<file path="config.mk">
export PLATFORM = sky130hd
export DESIGN_NAME = ppg_timer
export DESIGN_NICKNAME = d
export VERILOG_FILES = /design/src/rtl/ppg_pkg.sv /design/src/rtl/ppg_tick_sel.sv /design/src/rtl/ppg_regs.sv /design/src/rtl/ppg_count.sv /design/src/rtl/ppg_outff.sv /design/src/rtl/ppg_timer.sv
export SDC_FILE = /design/constraint.sdc
export NUM_CORES = 1
export LEC_CHECK = 0
export ABC_AREA = 1
export BUFFER_PORTS_ARGS = -buffer_cell sky130_fd_sc_hd__buf_2
export CAP_MARGIN = 20
export CORE_MARGIN = 2
export CORE_UTILIZATION = 60
export CTS_CLUSTER_DIAMETER = 50
export DETAILED_ROUTE_END_ITERATION = 10
export PLACE_DENSITY = 0.82
export SKIP_LAST_GASP = 1
export SLEW_MARGIN = 20
export SYNTH_ARGS = -nofsm -noshare
export SYNTH_HDL_FRONTEND = slang
export SYNTH_SLANG_ARGS = --single-unit
</file>
<file path="constraint.sdc">
create_clock -name clk -period 2.5 [get_ports clk]
set_clock_uncertainty 0.2 [all_clocks]
set_input_delay 0.375 -clock clk [delete_from_list [all_inputs] [get_ports clk]]
set_output_delay 0.375 -clock clk [all_outputs]
set_load 0.005 [all_outputs]
</file>
<file path="src/rtl/ppg_pkg.sv">
package ppg_pkg;

    localparam int ADDR_W = 3;

    typedef enum logic [1:0] {
        SRC_DIV1  = 2'd0,
        SRC_DIV4  = 2'd1,
        SRC_DIV16 = 2'd2,
        SRC_EXT   = 2'd3
    } tick_src_e;

    typedef enum logic {
        ST_STOP = 1'b0,
        ST_RUN  = 1'b1
    } run_state_e;

    localparam logic [ADDR_W-1:0] A_CTRL = 3'd0;
    localparam logic [ADDR_W-1:0] A_SRC  = 3'd1;
    localparam logic [ADDR_W-1:0] A_FFC  = 3'd2;
    localparam logic [ADDR_W-1:0] A_DUTY = 3'd3;
    localparam logic [ADDR_W-1:0] A_PER  = 3'd4;

    localparam logic [1:0] FRC_LOW  = 2'd1;
    localparam logic [1:0] FRC_HIGH = 2'd2;

endpackage

</file>
<file path="src/rtl/ppg_tick_sel.sv">
module ppg_tick_sel
    import ppg_pkg::*;
(
    input  logic      clk,
    input  logic      rst_n,
    input  tick_src_e src,
    input  logic      en_div1,
    input  logic      en_div4,
    input  logic      en_div16,
    input  logic      ext_in,
    output logic      tick
);

    logic ext_q;

    always_ff @(posedge clk or negedge rst_n) begin
        if (!rst_n) ext_q <= 1'b0;
        else        ext_q <= ext_in;
    end

    always_comb begin
        unique case (src)
            SRC_DIV1:  tick = en_div1;
            SRC_DIV4:  tick = en_div4;
            SRC_DIV16: tick = en_div16;
            SRC_EXT:   tick = ext_in & ~ext_q;
        endcase
    end

endmodule

</file>
<file path="src/rtl/ppg_regs.sv">
module ppg_regs
    import ppg_pkg::*;
#(
    parameter int CNT_W = 16
) (
    input  logic              clk,
    input  logic              rst_n,
    input  logic              wr_en,
    input  logic [ADDR_W-1:0] wr_addr,
    input  logic [CNT_W-1:0]  wr_data,
    input  logic              per_hit,
    output logic              buf_en,
    output tick_src_e         src,
    output logic              tog_duty,
    output logic              tog_per,
    output logic              frc_lo,
    output logic              frc_hi,
    output logic [CNT_W-1:0]  duty_act,
    output logic [CNT_W-1:0]  per_val
);

    logic [CNT_W-1:0] duty_buf;
    logic             ffc_wr;

    assign ffc_wr = wr_en && (wr_addr == A_FFC);
    assign frc_lo = ffc_wr && (wr_data[3:2] == FRC_LOW);
    assign frc_hi = ffc_wr && (wr_data[3:2] == FRC_HIGH);

    always_ff @(posedge clk or negedge rst_n) begin
        if (!rst_n) begin
            buf_en   <= 1'b0;
            src      <= SRC_DIV1;
            tog_duty <= 1'b0;
            tog_per  <= 1'b0;
            duty_buf <= '0;
            duty_act <= '0;
            per_val  <= '0;
        end else begin
            if (buf_en && per_hit) duty_act <= duty_buf;
            if (wr_en) begin
                case (wr_addr)
                    A_CTRL: buf_en <= wr_data[1];
                    A_SRC:  src    <= tick_src_e'(wr_data[1:0]);
                    A_FFC: begin
                        tog_duty <= wr_data[0];
                        tog_per  <= wr_data[1];
                    end
                    A_DUTY: begin
                        duty_buf <= wr_data;
                        if (!buf_en) duty_act <= wr_data;
                    end
                    A_PER:  per_val <= wr_data;
                    default: ;
                endcase
            end
        end
    end

    AST_BUF_HOLD: assert property (@(posedge clk) disable iff (!rst_n)
        (buf_en && !per_hit) |=> $stable(duty_act)) else $error("buffered duty moved");

endmodule

</file>
<file path="src/rtl/ppg_count.sv">
module ppg_count #(
    parameter int CNT_W = 16
) (
    input  logic             clk,
    input  logic             rst_n,
    input  logic             run,
    input  logic             tick,
    input  logic [CNT_W-1:0] per_val,
    input  logic [CNT_W-1:0] duty_val,
    output logic [CNT_W-1:0] cnt_q,
    output logic             duty_hit,
    output logic             per_hit,
    output logic             irq_q
);

    localparam logic [CNT_W-1:0] ONE = {{(CNT_W-1){1'b0}}, 1'b1};

    logic cen;

    assign cen      = run && tick;
    assign per_hit  = cen && (cnt_q == per_val);
    assign duty_hit = cen && (cnt_q == duty_val) && (cnt_q != per_val);

    always_ff @(posedge clk or negedge rst_n) begin
        if (!rst_n) begin
            cnt_q <= '0;
            irq_q <= 1'b0;
        end else begin
            irq_q <= per_hit;
            if (!run)         cnt_q <= '0;
            else if (per_hit) cnt_q <= '0;
            else if (cen)     cnt_q <= cnt_q + ONE;
        end
    end

    AST_CNT_STEP: assert property (@(posedge clk) disable iff (!rst_n)
        run |=> (cnt_q == '0 || cnt_q == $past(cnt_q) || cnt_q == $past(cnt_q) + ONE))
        else $error("counter jumped");
    AST_STOP_ZERO: assert property (@(posedge clk) disable iff (!rst_n)
        !run |=> (cnt_q == '0)) else $error("counter moved while stopped");

endmodule

</file>
<file path="src/rtl/ppg_outff.sv">
module ppg_outff (
    input  logic clk,
    input  logic rst_n,
    input  logic duty_hit,
    input  logic per_hit,
    input  logic tog_duty,
    input  logic tog_per,
    input  logic frc_lo,
    input  logic frc_hi,
    output logic out_q
);

    logic flip;

    assign flip = (duty_hit && tog_duty) || (per_hit && tog_per);

    always_ff @(posedge clk or negedge rst_n) begin
        if (!rst_n)      out_q <= 1'b0;
        else if (frc_lo) out_q <= 1'b0;
        else if (frc_hi) out_q <= 1'b1;
        else if (flip)   out_q <= ~out_q;
    end

    AST_OUT_QUIET: assert property (@(posedge clk) disable iff (!rst_n)
        !(duty_hit || per_hit || frc_lo || frc_hi) |=> $stable(out_q)) else $error("spurious edge");
    AST_FRC_LOW: assert property (@(posedge clk) disable iff (!rst_n)
        frc_lo |=> !out_q) else $error("force low lost");
    AST_FRC_HIGH: assert property (@(posedge clk) disable iff (!rst_n)
        (frc_hi && !frc_lo) |=> out_q) else $error("force high lost");

endmodule

</file>
<file path="src/rtl/ppg_timer.sv">
module ppg_timer
    import ppg_pkg::*;
#(
    parameter int CNT_W = 16
) (
    input  logic              clk,
    input  logic              rst_n,
    input  logic              wr_en,
    input  logic [ADDR_W-1:0] wr_addr,
    input  logic [CNT_W-1:0]  wr_data,
    input  logic              tick_div1,
    input  logic              tick_div4,
    input  logic              tick_div16,
    input  logic              ext_cnt,
    output logic              ppg_out,
    output logic              period_irq
);

    run_state_e       st_q, st_nxt;
    logic             run;
    logic             ctrl_wr;
    logic             buf_en, tog_duty, tog_per, frc_lo, frc_hi;
    tick_src_e        src;
    logic [CNT_W-1:0] duty_act, per_val, cnt;
    logic             tick, duty_hit, per_hit;

    assign ctrl_wr = wr_en && (wr_addr == A_CTRL);

    always_ff @(posedge clk or negedge rst_n) begin
        if (!rst_n) st_q <= ST_STOP;
        else        st_q <= st_nxt;
    end

    always_comb begin
        st_nxt = st_q;
        unique case (st_q)
            ST_STOP: if (ctrl_wr && wr_data[0])  st_nxt = ST_RUN;
            ST_RUN:  if (ctrl_wr && !wr_data[0]) st_nxt = ST_STOP;
        endcase
    end

    always_comb begin
        run = (st_q == ST_RUN);
    end

    ppg_regs #(.CNT_W(CNT_W)) u_regs (
        .clk      (clk),
        .rst_n    (rst_n),
        .wr_en    (wr_en),
        .wr_addr  (wr_addr),
        .wr_data  (wr_data),
        .per_hit  (per_hit),
        .buf_en   (buf_en),
        .src      (src),
        .tog_duty (tog_duty),
        .tog_per  (tog_per),
        .frc_lo   (frc_lo),
        .frc_hi   (frc_hi),
        .duty_act (duty_act),
        .per_val  (per_val)
    );

    ppg_tick_sel u_tick (
        .clk      (clk),
        .rst_n    (rst_n),
        .src      (src),
        .en_div1  (tick_div1),
        .en_div4  (tick_div4),
        .en_div16 (tick_div16),
        .ext_in   (ext_cnt),
        .tick     (tick)
    );

    ppg_count #(.CNT_W(CNT_W)) u_count (
        .clk      (clk),
        .rst_n    (rst_n),
        .run      (run),
        .tick     (tick),
        .per_val  (per_val),
        .duty_val (duty_act),
        .cnt_q    (cnt),
        .duty_hit (duty_hit),
        .per_hit  (per_hit),
        .irq_q    (period_irq)
    );

    ppg_outff u_out (
        .clk      (clk),
        .rst_n    (rst_n),
        .duty_hit (duty_hit),
        .per_hit  (per_hit),
        .tog_duty (tog_duty),
        .tog_per  (tog_per),
        .frc_lo   (frc_lo),
        .frc_hi   (frc_hi),
        .out_q    (ppg_out)
    );

    AST_IRQ_AT_ZERO: assert property (@(posedge clk) disable iff (!rst_n)
        period_irq |-> (cnt == '0)) else $error("irq without clear");

endmodule

</file>
Yosys cells after proc, flatten, opt, wreduce, memory -nomap -nowiden:

Cells that the tools add are included.

* memory bits (read-only): 0
* register bits: 73
* bits in writable memories: 0
* bits in latches: 0
* word-level logic and storage cells: 67
* memories: 0
* output and inout port bits: 2
* bits of input ports: 26

* order comparisons: 0
* shift-type cells: 0
* reductions and logical operators: 23
* muxes and demuxes: 14
* add/subtract/negate cells: 1
* multiply operators: 0
* divide/modulo/power cells: 0
* equal/unequal tests: 13
* bitwise logic cells: 4

Operators by type and width (number)
* $mux 16: 7
* $eq 16x16->1: 2
* $add 16x1->16 const B: 1
* $ne 16x16->1: 1
* $logic_and 1x1->1: 13
* $reduce_and 2->1: 5
* $eq 2x2->1 const B: 3
* $eq 3x2->1 const B: 2
* $mux 1: 5
* $eq 2x1->1 const B: 2
* $pmux 1 s4: 1
* $eq 3x1->1 const B: 1
* $eq 3x3->1 const B: 1
* $logic_not 3->1: 1
* $ne 3x1->1 const B: 1
* $not 1->1: 3
* $reduce_bool 3->1: 1
* $logic_not 2->1: 1
* $pmux 1 s2: 1
* $and 1x1->1: 1
* $logic_not 1->1: 1
* $logic_or 1x1->1: 1

Logic depth before layout (Yosys ltp):

Gate-level depths: netlist of the first run.

* word-level depth: 11
* gate-level depth with buffers: 14
* gate-level depth less buffers: 14

By module:

A second synthesis of the first run with hierarchy kept.

* cell total of the unflattened synthesis: 606
* area, all modules: 4195.3 um2

By module, submodules not included
* ppg_regs: area each 2418.6 um2, instances 1, seq. area each 1326.3 um2, cells an instance 302
* ppg_count: area each 1566.5 um2, instances 1, seq. area each 425.4 um2, cells an instance 273
* ppg_tick_sel: area each 82.6 um2, instances 1, seq. area each 25.0 um2, cells an instance 13
* ppg_outff: area each 70.1 um2, instances 1, seq. area each 25.0 um2, cells an instance 10
* ppg_timer: area each 57.6 um2, instances 1, seq. area each 25.0 um2, cells an instance 8

Least setup slack after synthesis of the first run:

OpenSTA, ideal clock, no wires.

* kind: flip-flop to flip-flop
* start point: register u_count.cnt_q[2]
* end point: register u_regs.duty_act[10]
* setup slack: 0.662 ns
* required time: 2.167 ns
* stages on the path, launching flop included: 12
* buffers on the path: 2
* period minus slack after synthesis: 1.838 ns
* setup time: 0.133 ns
* arrival: 1.505 ns
* path through: dfrtp_1 buf_2 xor2_1 nor2_1 nand2_1 nor2_2 nand2_2 nor2_8 nand2_4 buf_6 o21ai_1 o22ai_1

* cells in the longest elaborated chain, start to end: 7

RTL lines
* start: declaration: line ppg_count.sv:10 `output logic [CNT_W-1:0] cnt_q,`
* start signal: assignment: line ppg_count.sv:32 `else if (cen) cnt_q <= cnt_q + ONE;`
* $eq 16x16->1 (*): line ppg_count.sv:21 `assign per_hit = cen && (cnt_q == per_val);`
* $logic_and 1x1->1 (*): line ppg_count.sv:21
* $logic_and 1x1->1 (*): line ppg_regs.sv:39 `if (buf_en && per_hit) duty_act <= duty_buf;`
* $mux 16 (*): line ppg_regs.sv:39
* $mux 16: line ppg_regs.sv:50 `if (!buf_en) duty_act <= wr_data;`
* $mux 16: line ppg_regs.sv:41 `case (wr_addr)`
* $mux 16 (*): line ppg_regs.sv:40 `if (wr_en) begin`
* end signal: assignment: line ppg_regs.sv:39
* end signal: assignment: line ppg_regs.sv:50
* end: declaration: line ppg_regs.sv:18 `output logic [CNT_W-1:0] duty_act,`

Every way passes the cells marked *; elsewhere a longest branch is shown, timed or not.
A chain may end at the register's enable or synchronous reset.

Worst setup path after layout of the first run:

* start point: input ext_cnt
* end point: register u_count.cnt_q[14]

* cells in the longest elaborated chain, start to end: 6
* elaborated cells on any way between the ends: 7
* classes of those cells: eq/ne (1); mux (3); bitwise (1); reduce/logical (2)

RTL lines
* start: declaration: line ppg_timer.sv:14 `input logic ext_cnt,`
* $and 1x1->1 (*): line ppg_tick_sel.sv:26 `SRC_EXT: tick = ext_in & ~ext_q;`
* $pmux 1 s4 (*): line ppg_tick_sel.sv:22 `unique case (src)`
* $logic_and 1x1->1 (*): line ppg_count.sv:20 `assign cen = run && tick;`
* $logic_and 1x1->1: line ppg_count.sv:21
* $mux 16: line ppg_count.sv:31 `else if (per_hit) cnt_q <= '0;`
* $mux 16: line ppg_count.sv:30 `if (!run) cnt_q <= '0;`

Marks and branches as above.

==> impl_metrics.tcl, run 1 <==
set metrics [dict create \
    synth_nets 592 \
    wire_per_inst_um 14.6 \
    via_count 3737 \
    portBuffers 27 \
    grt_pass1_wl_mm 16.3 \
    cts_setup_buffers 0 \
    grt_pass1_vias 3446 \
    route.detailed.drc 0 \
    synth_cell_type_count 29 \
    synth_seq_area_share_pct 45.4 \
    ctsResizeCount 0 \
    async_flop_share_pct 100 \
    drt_iter0_drc 294 \
    leakage_uw 0.00231 \
    syn_area_per_cell_um2 7.13 \
    row_count 29 \
    r2r_slack_ps 290 \
    critPathArrivalTime_ps 2390 \
    clk_latency_ps 360 \
    antenna_left 0 \
    synth-edff-count 0 \
    p_int_uw 2010 \
    drive_gt1_share_pct 11.0 \
    netSwitchingPower_uw 1070 \
    n_antenna_cell 0 \
    cts_tree "yes" \
    tightestPinTransition_ps 788 \
    pin_count 28 \
    crit_path_start_kind "primary input" \
    critical_path_class "primary input to flop" \
    clk_pin_slew_ps 80 \
    worstPathRequired_ps 2580 \
    grt_max_degree 33 \
    track_usage_pct 28.7 \
    ir_drop_v 0.000518 \
    yosys_most_used_dff "dfrtp_1" \
    min_period_over_period_pct 92.3 \
    fin_nets 624 \
    gp_congestion 0.980 \
    finalSetupViolations 0 \
    post-dp-hpwl_mm 7.46 \
    final-hold-violation-count 0 \
    synth-seq-cells 73 \
    r2r_cells 8 \
    die_w_um 85.9 \
    hold_class "primary input to flop" \
    cp_max_fo 7 \
    switching_share_pct 34.7 \
    clkPwrFrac_pct 28.1 \
    post-route-util_pct 69.1 \
    final.min_clock_period_ps 2310 \
    worstSetupEndpointType "flop" \
    max_freq_mhz 433 \
    cts_buffers 9 \
    start_util_pct 62.7 \
    status "finished clean" \
    fin_tns_setup_ps 0 \
    synth.cell_area_um2 4030 \
    die_area_um2 7380 \
    grt_overflow_total 0 \
    clockBufferDepth 2 \
    rsz0062_at_grt "false" \
    root_buffer "clkbuf_8" \
    slew_viol_final 0 \
    first_pass_iters 5 \
    drt_wl_total_mm 9.93 \
    ys.warnings.count 0 \
    vias_per_cell 5.50 \
    hold_buffers 2 \
    maxSlewHeadroom_pct 47.4 \
    holdPathStages 3 \
    synth_cells 565 \
    pwr-share-comb_pct 22.2 \
    syn_to_final_growth_pct 10.3 \
    seqPwrFrac_pct 49.7 \
    maxCapViolCount 0 \
    core_um2 6420 \
    die_y_um 85.9 \
    antenna_found_initial 0 \
    power_density_nw_per_um2 693 \
    numClockSinks 73 \
    htreeDepth 3 \
]
## synthesized netlist by cell type, types with 5 or more instances
cell type,count,area (um2)
o21ai_1,10,50.1
o21ai_0,64,320
xnor2_1,5,43.8
nor2_1,41,154
inv_1,72,270
a21oi_1,20,100
o22ai_1,20,125
clkbuf_1,10,37.5
nand4_1,6,37.5
nand2_1,182,683
nor3_1,6,30.0
inv_2,8,30.0
dfrtp_1,73,1830
nand3_1,23,115
xor2_1,6,52.6
## power groups by stage
stage	clock network [uW]	logic [uW]	registers, uW
6_report	866	683	1530
5_1_grt	922	786	1550
4_1_cts	867	682	1520
3_5_place_dp	0	675	1540
3_3_place_gp	0	645	1540
2_1_floorplan	0	502	1480
## sequential cells by signal, summed over array words and instances (netlist names), named ones only
name and flops:
u_count.cnt_q 16, u_regs.duty_act 16, u_regs.duty_buf 16, u_regs.per_val 16, u_regs.src 2, u_count.irq_q 1, u_out.out_q 1, u_regs.buf_en 1
u_regs.tog_duty 1, u_regs.tog_per 1, u_tick.ext_q 1
## layout by cell type (no fill, tap or decap), types with 2 or more instances in the layout
cell type,netlist,routed
nand2_1,182,182
o21ai_1,10,10
inv_2,8,8
nor2_1,41,41
nor3_1,6,6
a21oi_1,20,20
dfrtp_1,73,73
clkinv_2,0,3
nand4_1,6,6
xor2_1,6,6
o22ai_1,20,20
dlygate4sd3_1,0,2
o21ai_0,64,64
nor2_2,2,2
buf_4,2,9
buf_2,4,27
xnor2_1,5,5
nand3_1,23,23
inv_1,72,72
clkbuf_8,0,10
inv_6,0,2
## metrics by stage
step	setup WS, ps	instance area, um2	hold WS (ps)	power, uW	instances
final	193	4440	66.8	3080	679
after global routing	60.7	4440	117	3260	679
after CTS	217	4440	67.5	3070	679
after detailed placement	321	4240	131	2220	661
after global placement	362	4240	125	2180	661
after floorplan	662	4030	-121	1990	565
## final timing paths
path,startpoint,end
worst max-delay path,ext_cnt,u_count.cnt_q[14]
worst min-delay path,wr_data[0],u_regs.tog_duty
worst max register to register,u_count.cnt_q[4],u_count.cnt_q[13]
worst min register to register,u_regs.duty_buf[4],u_regs.duty_buf[4]
max in group asynchronous,rst_n,u_count.cnt_q[5]
min in group asynchronous,rst_n,u_regs.duty_act[1]
## critical path, stage by stage
cell and delay [ps]:
dlygate4sd3_1 530, buf_2 110, nand2_1 40, nand2_1 80
nand3_1 270, nor2_1 550, buf_4 260, nand2_1 70
o22ai_1 100
## logic make-up (layout without fill, tap and decap cells)
group	count (synthesis)	after routing	synth area share, %
buf+inv	97	134	9.54
fa+ha+maj	1	1	0.311
compound gates	116	116	15.2
xor+xnor	11	11	2.39
flops	73	73	45.4
simple gates	267	267	27.2
## layer usage
metal  wire (um)  up-vias  track usage [%]
li1            -     1872                -
met2        4630      109             44.8
met5           0        -                0
met4         153        0             11.3
met3         438       12             3.66
met1        4710     1744             41.0
## area by class of cell
type / count / area [um2]
fill: 556 / 1980
multi-input combinational: 395 / 1820
tap: 77 / 96.3
inverter: 80 / 300
sequential: 73 / 1830
clock buffer: 10 / 138
timing repair buffer: 38 / 223
clock inverter: 6 / 40.0
No activity file was read; power rests on OpenSTA's default activity.
==> run 2, diff against run 1 <==
--- a/config.mk
+++ b/config.mk
@@ -14,7 +14,7 @@
 export DETAILED_ROUTE_END_ITERATION = 10
 export PLACE_DENSITY = 0.82
 export SKIP_LAST_GASP = 1
-export SLEW_MARGIN = 20
 export SYNTH_ARGS = -nofsm -noshare
 export SYNTH_HDL_FRONTEND = slang
+export SYNTH_HIERARCHICAL = 1
 export SYNTH_SLANG_ARGS = --single-unit
==> impl_metrics.tcl, run 2 <==
set metrics [dict create \
    critPathArrivalTime_ps 2320 \
    clk_latency_ps 360 \
    pwr-share-comb_pct 18.7 \
    slowest_delay_ps 520 \
    fillers 590 \
    mostFrequentLayoutCells "278 x nand2_1, 95 x nand3_1, 73 x dfrtp_1" \
    fin_nets 659 \
    grt_overflow_total 0 \
    n_antenna_cell 0 \
    synthTopCellsByCount "279 x nand2_1, 95 x nand3_1, 73 x dfrtp_1" \
    worst_path_max_delay_cell "dlygate4sd3_1" \
    die_y_um 87.6 \
    crit_path_cell_trace "dlygate4sd3_1 -> buf_2 -> inv_1 -> nor2_4 -> nand2_1 -> nand4_1 -> nand2_1 -> clkinv_1 -> o21ai_0 -> nor2_1 -> nand2_1 -> nor2_1 -> nand3_1 -> nor2_1 -> nand2_1 -> nand4_1 -> nand2_1" \
    crit_top_cell "nand2_1" \
    final_common_cell "nand2_1" \
    core_um2 6790 \
    first_pass_iters 5 \
    synthTopCellsByArea "dfrtp_1 44%, nand2_1 25%, nand3_1 11%" \
    worstPathRequired_ps 2550 \
    met2_length_mm 5.10 \
    rsz0062_at_grt "false" \
    cts_tree "yes" \
    row_count 30 \
    start_util_pct 61.7 \
    cts_setup_buffers 0 \
    met3_length_um 790 \
    hold_class "primary input to flop" \
    synth_nets 633 \
    critical_path_class "primary input to flop" \
    max_freq_mhz 440 \
    die_w_um 87.6 \
    post-dp-hpwl_mm 7.61 \
    cts_buffers 9 \
    drive_gt1_share_pct 11.6 \
    yosys_most_used_dff "dfrtp_1" \
    synth_top_cell_by_area "dfrtp_1" \
    synth-seq-cells 73 \
    clockBufferDepth 2 \
    finalSetupViolations 0 \
    root_buffer "clkbuf_8" \
    synth_top_cell_area_share_pct 43.5 \
    die_area_um2 7680 \
    clk_pin_slew_ps 80 \
    p_total_uw 3150 \
    route.detailed.drc 0 \
    synth-edff-count 0 \
    register_area_um2 1830 \
    pin_count 28 \
    synth_cells 606 \
    seqPwrFrac_pct 48.2 \
    final.min_clock_period_ps 2270 \
    top_layer "met4" \
    min_period_over_period_pct 90.9 \
    vias_per_cell 5.47 \
    antenna_found_initial 0 \
    power_density_nw_per_um2 679 \
    synth_cell_type_count 26 \
    crit_path_start_kind "primary input" \
    antenna_left 0 \
    grt_pass1_wl_mm 18.3 \
    syn_to_final_growth_pct 10.4 \
    yosysMostFrequentCell "nand2_1" \
    track_usage_pct 31.2 \
    htreeDepth 3 \
    grt_max_degree 48 \
    post-route-util_pct 68.2 \
    ys.warnings.count 6 \
    ir_drop_v 0.000471 \
    cp_max_fo 2 \
    drt_wl_total_mm 10.8 \
    wire_per_inst_um 14.7 \
    final-hold-violation-count 0 \
    slew_viol_final 0 \
    async_flop_share_pct 100 \
    synth_seq_area_share_pct 43.5 \
    status "finished clean" \
    gp_congestion 0.860 \
    fin_tns_setup_ps 0 \
    multi_input_comb_area_um2 2050 \
    maxCapViolCount 0 \
    syn_area_per_cell_um2 6.92 \
    numClockSinks 73 \
    tightestPinTransition_ps 719 \
    worstSetupEndpointType "flop" \
    drt_iter0_drc 336 \
    leakage_uw 0.00254 \
    synth.cell_area_um2 4200 \
    switching_share_pct 31.2 \
    maxSlewHeadroom_pct 52.1 \
    portBuffers 27 \
    netSwitchingPower_uw 983 \
    p_int_uw 2160 \
    clkPwrFrac_pct 33.2 \
    via_count 4010 \
    grt_pass1_vias 3831 \
    whs_ps 83.9 \
    drt-met1-wl_mm 4.64 \
]
-- run 2: cell types whose count changed after synthesis, sizes merged, moves of 6 or more --
cell and delta:
a21oi -19, buf +10, clkbuf -6, inv -30, nand2 +99, nand3 +73
o21ai -68, o22ai -20, xor2 +12
-- run 2: final timing paths --
path / end / startpoint / slack, ps / depth (start not counted)
max: u_out/out_q / ext_cnt / 230 / 17
max reg2reg: u_regs/duty_act[2] / u_count/cnt_q[0] / 280 / 13
min: u_regs/duty_buf[15] / wr_data[15] / 80 / 3
max in group asynchronous: u_regs/duty_act[8] / rst_n / 1150 / 3
min reg2reg: u_regs/tog_duty / u_regs/tog_duty / 270 / 2
min in group asynchronous: u_regs/per_val[8] / rst_n / 380 / 2
-- run 2: per-stage QoR --
stage,cells,setup WS [ps],area (um2)
detailed placement,715,244,4390
global route,733,38.4,4630
global placement,715,300,4390
finish,733,228,4630
floorplan,606,260,4200
CTS,733,223,4630
-- run 2: timing repair --
action | in CTS | in global routing
endpoints found under the setup margin | 0 | 16
resized for setup | 0 | 1
hold endpoints to repair | 47 | 0
hold buffers | 2 | 0
-- run 2: power by group through the flow --
stage                     Clock, uW  Combinational (uW)  Sequential [uW]
final                          1040                 587             1510
after global routing           1110                 680             1540
after CTS                      1060                 583             1510
after detailed placement          0                 578             1530
after global placement            0                 550             1530
after floorplan                   0                 428             1480
-- run 2: final cells by class --
cell class | count | area share (%)
clock buffers | 11 | 3.05
clock inverters | 5 | 1.70
inverters | 51 | 4.13
multi-input cells | 461 | 44.3
flip-flops and latches | 73 | 39.4
well taps | 96 | 2.59
repair buffers | 36 | 4.81
-- run 2: cell families after synthesis --
group	synth area share, %
xor gates and xnor gates	3.76
buffers and inverters	7.63
DFF	43.5
adders and majority gates	0.298
and+or+nand+nor	43.7
AOI/OAI and AO/OA	1.10
-- run 2: worst max-delay path, delay by kind of cell --
kind	cells	cell delay, ps
AND/OR/NAND/NOR	12	1100
buffers and inverters	4	760
AO/OA/AOI/OAI	1	80
-- run 2: layer usage --
layer	global-route usage, %	up-vias
met3	6.31	24
met4	10.6	0
li1	-	1941
met1	42.4	1878
met5	0	-
met2	50.2	167
==> run 3, diff against run 2 <==
--- a/config.mk
+++ b/config.mk
@@ -13,6 +13,7 @@
 export CTS_CLUSTER_DIAMETER = 50
 export DETAILED_ROUTE_END_ITERATION = 10
 export PLACE_DENSITY = 0.82
+export RECOVER_POWER = 25
 export SKIP_LAST_GASP = 1
 export SYNTH_ARGS = -nofsm -noshare
 export SYNTH_HDL_FRONTEND = slang
==> impl_metrics.tcl, run 3 (synthesis results as in run 2) <==
set metrics [dict create \
    status "finished clean" \
    maxSlewHeadroom_pct 19.8 \
    post-route-util_pct 68.1 \
    max_freq_mhz 443 \
    critPathArrivalTime_ps 2310 \
    start_util_pct 61.7 \
    syn_to_final_growth_pct 10.2 \
    leakage_uw 0.00253 \
    critical_path_class "primary input to flop" \
    row_count 30 \
    cts_tree "yes" \
    clk_pin_slew_ps 80 \
    fin_tns_setup_ps 0 \
    cp_max_fo 2 \
    crit_path_start_kind "primary input" \
    vias_per_cell 5.50 \
    finalSetupViolations 0 \
    core_um2 6790 \
    cts_buffers 9 \
    antenna_left 0 \
    mostFrequentLayoutCells "278 x nand2_1, 95 x nand3_1, 73 x dfrtp_1" \
    worstSetupEndpointType "flop" \
    drive_gt1_share_pct 11.0 \
    final.min_clock_period_ps 2260 \
    crit_top_cell "nand2_1" \
    tightestPinTransition_ps 1200 \
    dpl_cell_area_um2 4390 \
    rsz0062_at_grt "false" \
    first_pass_iters 5 \
    maxCapViolCount 0 \
    final_common_cell "nand2_1" \
    worst-path-buf-inv 4 \
    wire_per_inst_um 14.6 \
    worstPathRequired_ps 2550 \
    track_usage_pct 31.2 \
    drt_wl_total_mm 10.7 \
    drt_iter0_drc 354 \
    cts_setup_buffers 0 \
    clockBufferDepth 2 \
    post-dp-hpwl_mm 7.61 \
    gp_congestion 0.860 \
    power_density_nw_per_um2 679 \
    fin_cells 733 \
    grt_max_degree 48 \
    fin_area_um2 4620 \
    worst_path_max_delay_cell "dlygate4sd3_1" \
    die_y_um 87.6 \
    die_w_um 87.6 \
    route.detailed.drc 0 \
    final-hold-violation-count 0 \
    pin_count 28 \
    grt_pass1_wl_mm 18.3 \
    grt_pass1_vias 3831 \
    via_count 4028 \
    place_inst 715 \
    htreeDepth 3 \
    numClockSinks 73 \
    slew_viol_final 0 \
    grt_overflow_total 0 \
    n_antenna_cell 0 \
    hold_class "primary input to flop" \
    slowest_delay_ps 520 \
    clk_latency_ps 360 \
    crit_family "simple AND/OR/NAND/NOR gates" \
    portBuffers 27 \
    fin_nets 659 \
    min_period_over_period_pct 90.3 \
    die_area_um2 7680 \
    ir_drop_v 0.000468 \
    antenna_found_initial 0 \
    root_buffer "clkbuf_8" \
    fillers 594 \
    crit_path_cell_trace "dlygate4sd3_1 -> buf_2 -> inv_1 -> nor2_4 -> nand2_1 -> nand4_1 -> nand2_1 -> clkinv_1 -> o21ai_0 -> nor2_1 -> nand2_1 -> nor2_1 -> nand3_1 -> nor2_1 -> nand2_1 -> nand4_1 -> nand2_1" \
]
==> run 3: cell count changes in the layout (fill, tap and decap cells not counted), sizes merged <==
cell / before / now
buf: 34 / 31
clkbuf: 11 / 14
==> run 3: per-stage QoR <==
step | total power (uW) | hold WS, ps | worst slack (ps)
floorplan | 1900 | -121 | 260
global placement | 2070 | 232 | 300
detailed placement | 2110 | 239 | 244
CTS | 3150 | 78.6 | 223
global route | 3320 | 73.2 | 38.4
finish | 3140 | 88.2 | 244
==> run 3: cell type report <==
type                    instances  area, um2  share of cell area, %
flip-flops and latches         73       1830                   39.5
clock inverters                 5       78.8                   1.70
inverters                      51        191                   4.14
multi-input cells             461       2050                   44.3
repair buffers                 36        215                   4.65
clock buffers                  11        141                   3.06
well taps                      96        120                   2.60
==> run 3: worst register-to-register path: cells and delay by family (launching register included) <==
kind	cells	cell delay (ps)
AND/OR/NAND/NOR	11	1110
flip-flops	1	510
buffers and inverters	2	360
==> run 3: worst paths after layout <==
kind                                        from                   to  slack [ps]  cells past startpoint
max in group asynchronous                  rst_n   u_regs/duty_act[0]         750                      3
worst min register to register   u_regs/tog_duty      u_regs/tog_duty         270                      2
min in group asynchronous                  rst_n    u_regs/per_val[8]         610                      2
worst min-delay path                 wr_data[15]  u_regs/duty_buf[15]          90                      3
worst max register to register  u_count/cnt_q[1]   u_regs/duty_act[9]         270                     13
worst max-delay path                     ext_cnt          u_out/out_q         240                     17
==> run 3: repair_timing <==
action                                  CTS  global route
hold endpoints to repair                 47             0
hold buffers                              2             0
endpoints found under the setup margin    0            16
resized for setup                         0             1
==> run 3: report_power, final <==
group | total (uW) | internal, uW | switching (uW)
clock network | 1040 | 588 | 452
logic | 586 | 217 | 368
registers | 1510 | 1360 | 158
==> run 3: layer usage <==
| metal | wire length, um | up-vias | part of all wire (%) | track usage (%) |
|---|---|---|---|---|
| met2 | 5110 | 190 | 48 | 50.2 |
| met5 | 0 | - | 0 | 0 |
| met4 | 189 | 0 | 1.8 | 10.6 |
| met3 | 890 | 22 | 8.3 | 6.31 |
| met1 | 4530 | 1876 | 42 | 42.4 |
| li1 | - | 1940 | - | - |
